--- config.mk ---
export PLATFORM = sky130hd
export DESIGN_NAME = sam_datapath
export DESIGN_NICKNAME = d
export VERILOG_FILES = /design/src/rtl/sam_pkg.sv /design/src/rtl/sam_adder.sv /design/src/rtl/sam_down_cnt.sv /design/src/rtl/sam_zero_det.sv /design/src/rtl/sam_datapath.sv
export SDC_FILE = /design/constraint.sdc
export NUM_CORES = 1
export LEC_CHECK = 0
export ABC_CLOCK_PERIOD_IN_PS = 3970
export BUFFER_PORTS_ARGS = -buffer_cell sky130_fd_sc_hd__buf_2
export CAP_MARGIN = 20
export CORE_MARGIN = 5
export CORE_UTILIZATION = 51
export CTS_BUF_LIST = sky130_fd_sc_hd__clkbuf_16
export DETAILED_ROUTE_END_ITERATION = 7
export HOLD_SLACK_MARGIN = 0.15
export PLACE_DENSITY = 0.77
export SLEW_MARGIN = 10
export SYNTH_ARGS = -nofsm -noshare
export SYNTH_HDL_FRONTEND = slang
export SYNTH_SLANG_ARGS = --single-unit
--- constraint.sdc ---
create_clock -name clk -period 3.97 [get_ports clk]
set_clock_uncertainty 0.05 [all_clocks]
set_input_delay 0 -clock clk [delete_from_list [all_inputs] [get_ports clk]]
set_output_delay 0 -clock clk [all_outputs]
set_load 0.05 [all_outputs]
--- src/rtl/sam_pkg.sv ---
package sam_pkg;
  function automatic int cnt_bits(int w);
    return (w <= 2) ? 1 : $clog2(w);
  endfunction
endpackage

--- src/rtl/sam_adder.sv ---
module sam_adder #(
  parameter int WIDTH = 8
) (
  input  logic [WIDTH-1:0] a_i,
  input  logic [WIDTH-1:0] b_i,
  output logic [WIDTH-1:0] sum_o,
  output logic             cout_o
);
  logic [WIDTH:0] cy;
  assign cy[0] = 1'b0;
  for (genvar gi = 0; gi < WIDTH; gi++) begin : g_fa
    assign sum_o[gi]  = a_i[gi] ^ b_i[gi] ^ cy[gi];
    assign cy[gi+1]   = (a_i[gi] & b_i[gi]) | (cy[gi] & (a_i[gi] ^ b_i[gi]));
  end
  assign cout_o = cy[WIDTH];
endmodule

--- src/rtl/sam_down_cnt.sv ---
module sam_down_cnt #(
  parameter int CW = 3
) (
  input  logic          clk,
  input  logic          rst_n,
  input  logic          load_i,
  input  logic          dec_i,
  input  logic [CW-1:0] start_i,
  output logic [CW-1:0] cnt_o
);
  always_ff @(posedge clk) begin
    if (!rst_n)      cnt_o <= '0;
    else if (load_i) cnt_o <= start_i;
    else if (dec_i)  cnt_o <= cnt_o - 1'b1;
  end
endmodule

--- src/rtl/sam_zero_det.sv ---
module sam_zero_det #(
  parameter int CW = 3
) (
  input  logic [CW-1:0] val_i,
  output logic          zero_o
);
  assign zero_o = ~|val_i;
endmodule

--- src/rtl/sam_datapath.sv ---
module sam_datapath #(
  parameter int WIDTH = 8
) (
  input  logic               clk,
  input  logic               rst_n,
  input  logic [WIDTH-1:0]   mcand_i,
  input  logic [WIDTH-1:0]   mplier_i,
  input  logic               ld_operands_i,
  input  logic               init_i,
  input  logic               add_i,
  input  logic               clr_carry_i,
  input  logic               shift_i,
  output logic               q_lsb_o,
  output logic               cnt_zero_o,
  output logic [2*WIDTH-1:0] product_o
);
  localparam int CW = sam_pkg::cnt_bits(WIDTH);
  localparam logic [CW-1:0] CNT_START = CW'(WIDTH - 1);

  logic [WIDTH-1:0] mcand_q;
  logic [WIDTH-1:0] acc_q;
  logic [WIDTH-1:0] mq_q;
  logic             carry_q;
  logic [CW-1:0]    cnt_q;
  logic [WIDTH-1:0] sum;
  logic             sum_cout;

  sam_adder #(.WIDTH(WIDTH)) u_add (
    .a_i(acc_q), .b_i(mcand_q), .sum_o(sum), .cout_o(sum_cout)
  );

  sam_down_cnt #(.CW(CW)) u_cnt (
    .clk(clk), .rst_n(rst_n), .load_i(init_i), .dec_i(shift_i),
    .start_i(CNT_START), .cnt_o(cnt_q)
  );

  sam_zero_det #(.CW(CW)) u_zd (
    .val_i(cnt_q), .zero_o(cnt_zero_o)
  );

  // multiplicand register
  always_ff @(posedge clk) begin
    if (!rst_n)             mcand_q <= '0;
    else if (ld_operands_i) mcand_q <= mcand_i;
  end

  // accumulator: clear > add > shift
  always_ff @(posedge clk) begin
    if (!rst_n)       acc_q <= '0;
    else if (init_i)  acc_q <= '0;
    else if (add_i)   acc_q <= sum;
    else if (shift_i) acc_q <= {carry_q, acc_q[WIDTH-1:1]};
  end

  // carry bit: any clear wins over the adder carry-out
  always_ff @(posedge clk) begin
    if (!rst_n)                      carry_q <= 1'b0;
    else if (init_i || clr_carry_i)  carry_q <= 1'b0;
    else if (add_i)                  carry_q <= sum_cout;
    else if (shift_i)                carry_q <= 1'b0;
  end

  // multiplier / low product register
  always_ff @(posedge clk) begin
    if (!rst_n)             mq_q <= '0;
    else if (ld_operands_i) mq_q <= mplier_i;
    else if (shift_i)       mq_q <= {acc_q[0], mq_q[WIDTH-1:1]};
  end

  assign q_lsb_o   = mq_q[0];
  assign product_o = {acc_q, mq_q};
endmodule

==> metrics.txt <==
Fin. Hold Viols 0; met1 Use GR 21.0%; WL final 3.15 mm; gpl congestion 0.731; Lkg Pwr 1.01 nW; CP max-delay cell fa_1; routing usage on met3 3.37%; H-tree Lvls 1; post-synthesis cell type count 22; clock buffer depth 2; crit start category flip-flop; Max-cap violations 0; power per cell area 379 mW/mm2; latest clock arrival within the worst-skew pair 0.27 ns; register area share after synthesis 38.6%; CTS tree built; share of layout cells above drive strength 1 25.5%; fin. max-slew vios 0; CP arrival 3.75 ns; GRT Total Usage 17.1%; Hold Crit Class input port to flip-flop; Detail Route Antenna Nets 0; Nets 226; Yosys warning total 0; Most Used Layer, Global Route met2; CP endpoint kind flip-flop; area of the mapped netlist 0.00145 mm2; number of global-route vias before repair 1219; first-pass GRT wire length 5.54 mm; I/O pin cnt 41; CP Buf/Inv Count 2; critical path's top delay family adder cells; slowest stage delay, CP 0.49 ns; Layout fillers 193; Reg2Reg Launch Point acc_q[0]$_SDFFE_PP0P_; Post-CTS Setup Bufs 0; CP Cell Sequence ha_1 -> fa_1 -> fa_1 -> fa_1 -> fa_1 -> inv_1 -> fa_1 -> inv_1 -> fa_1 -> fa_1 -> nor2b_1 -> a211oi_1; flop2flop setup slack 0.36 ns; hold-critical path depth 3; clock tree sinks 28; row count 19; syn_nets 164; CTS buffer count 3; cells after synthesis 131; critical path type flip-flop to flip-flop; DR pass1 iterations 4; most frequent CP cell fa_1; largest net degree at the start of global routing 25; reg2reg end acc_q[7]$_SDFFE_PP0P_; Final Util 73.3%; placed cells 193; final cell count without fillers 223; period utilization 91.0%; DRT iter0 DRCs 20; root buf cell clkbuf_16; die height 63.3 um; Post-CTS Resized 0; RSZ-0062 raised after global routing no; drc violations 0; setup TNS 0 ns; Worst Hold End mq_q[5]$_SDFFE_PN0P_; cell taking the most area after synthesis dfxtp_1; min-delay src ld_operands_i; Worst-Margin Slew 0.522 ns; Clock transition at path regs 0.07 ns; cts hold-fix bufs 26; post-DP HPWL 2.04 mm; fmax 0.277 GHz; die width 63.3 um; VDD IR-drop max 0.362 mV; crit path max fanout 4; top cells by area, synth dfxtp_1 (39%), mux2i_1 (11%), fa_1 (9.7%), nor2b_1 (8.2%), o211a_1 (5.5%); Overflow after GRT 0; status complete, no violations; vias per cell 5.10; GRT met2 Usage 29.1%; relative slew slack 65.2%; Core Area 0.00273 mm2; R2R cell count 12; syn avg cell area 11.1 um2; via count 1137; antenna violations before repair 0; Area growth syn-to-layout 38.0%; input/output buffers 40; Die ar. 0.00401 mm2; Critical Path Stages 12; Yosys reg bits 28; endpoints failing setup 0; min Tclk post-route 3.61 ns; CP required 4.11 ns; top-area cell type share of the netlist area 38.6%; ant diodes 0; Initial Utilization 53.1%; WL/cell 14.1 um
[worst min-delay path: stages]
cell and delay, ns:
buf_2 0.27, nand2b_1 0.14, o211a_1 0.13
[power by group]
group	total, mW	leakage, nW	switching, mW	internal, mW
clock network	0.300	0.0511	0.0988	0.201
registers	0.311	0.231	0.0128	0.298
logic	0.149	0.724	0.0835	0.0660
[through the flow]
| step | setup slack [ns] | hold WS (ns) | instance area, um2 | power (mW) |
|---|---|---|---|---|
| final | 0.357 | 0.258 | 2000 | 0.760 |
| after global routing | 0.226 | 0.306 | 2000 | 0.795 |
| after CTS | 0.344 | 0.253 | 2000 | 0.765 |
| after detailed placement | 0.349 | 0.130 | 1640 | 0.446 |
| after global placement | 0.445 | 0.133 | 1640 | 0.442 |
| after floorplan | 0.270 | 0.0230 | 1450 | 0.415 |
[Yosys cell counts, drive strengths merged]
library cell and count:
mux2i 16, ha 3, buf 6, dfxtp 28, or3b 1, o31a 2, o211a 8, and2 1
a211oi 9, nor2b 19, inv 8, fa 7, nand2 1, o21a 1, nand2b 9, clkbuf 3
mux2 8, xor2 1
[state kept, by name, summed over array words and instances, names as in the netlist]
name,count
acc_q,8
carry_q,1
mcand_q,8
mq_q,8
u_cnt.cnt_o,3
[cells in the final DEF, fill, tap and decap left out, drive strengths merged]
cell type / instances
buf: 40
dfxtp: 28
dlygate4sd3: 26
nor2b: 19
mux2i: 16
nand2b: 9
a211oi: 9
inv: 8
o211a: 8
mux2: 8
fa: 7
ha: 3
clkbuf: 3
o31a: 2
and2: 1
xor2: 1
o21a: 1
nand2: 1
or3b: 1
bufinv: 1
[worst max path at each step]
stage                                from  slack [ns]               endpoint
floorplan           acc_q[0]$_SDFFE_PP0P_        0.27  acc_q[7]$_SDFFE_PP0P_
global placement    acc_q[0]$_SDFFE_PP0P_        0.44  acc_q[7]$_SDFFE_PP0P_
detailed placement  acc_q[0]$_SDFFE_PP0P_        0.35  acc_q[7]$_SDFFE_PP0P_
CTS                 acc_q[0]$_SDFFE_PP0P_        0.34  acc_q[7]$_SDFFE_PP0P_
global route        acc_q[0]$_SDFFE_PP0P_        0.23  acc_q[7]$_SDFFE_PP0P_
finish              acc_q[0]$_SDFFE_PP0P_        0.36  acc_q[7]$_SDFFE_PP0P_
[layout make-up]
class | count | area, um2 | area share [%]
tap | 31 | 38.8 | 1.94
inverter | 8 | 30.0 | 1.50
clock buffer | 3 | 75.1 | 3.75
sequential | 28 | 561 | 28.0
clock inverter | 1 | 30.0 | 1.50
timing repair buffer | 66 | 460 | 23.0
multi-input combinational | 86 | 808 | 40.3
[per-layer routing]
layer  part of all wire [%]  up-vias
met3                    5.0        7
met1                     43      534
met2                     50       28
met5                      0        -
met4                    1.8        0
li1                       -      568
[cell families (layout without fill, tap and decap cells)]
kind of cell	after synthesis	in the layout	synth area share (%)
AOI/OAI and AO/OA	20	20	12.2
xor gates and xnor gates	1	1	0.604
adders and majority gates	10	10	12.2
buffers and inverters	17	78	5.69
DFF	28	28	38.6
muxes	24	24	17.2
and+or+nand+nor	31	31	13.4
Power figures use the tool's default switching activity.
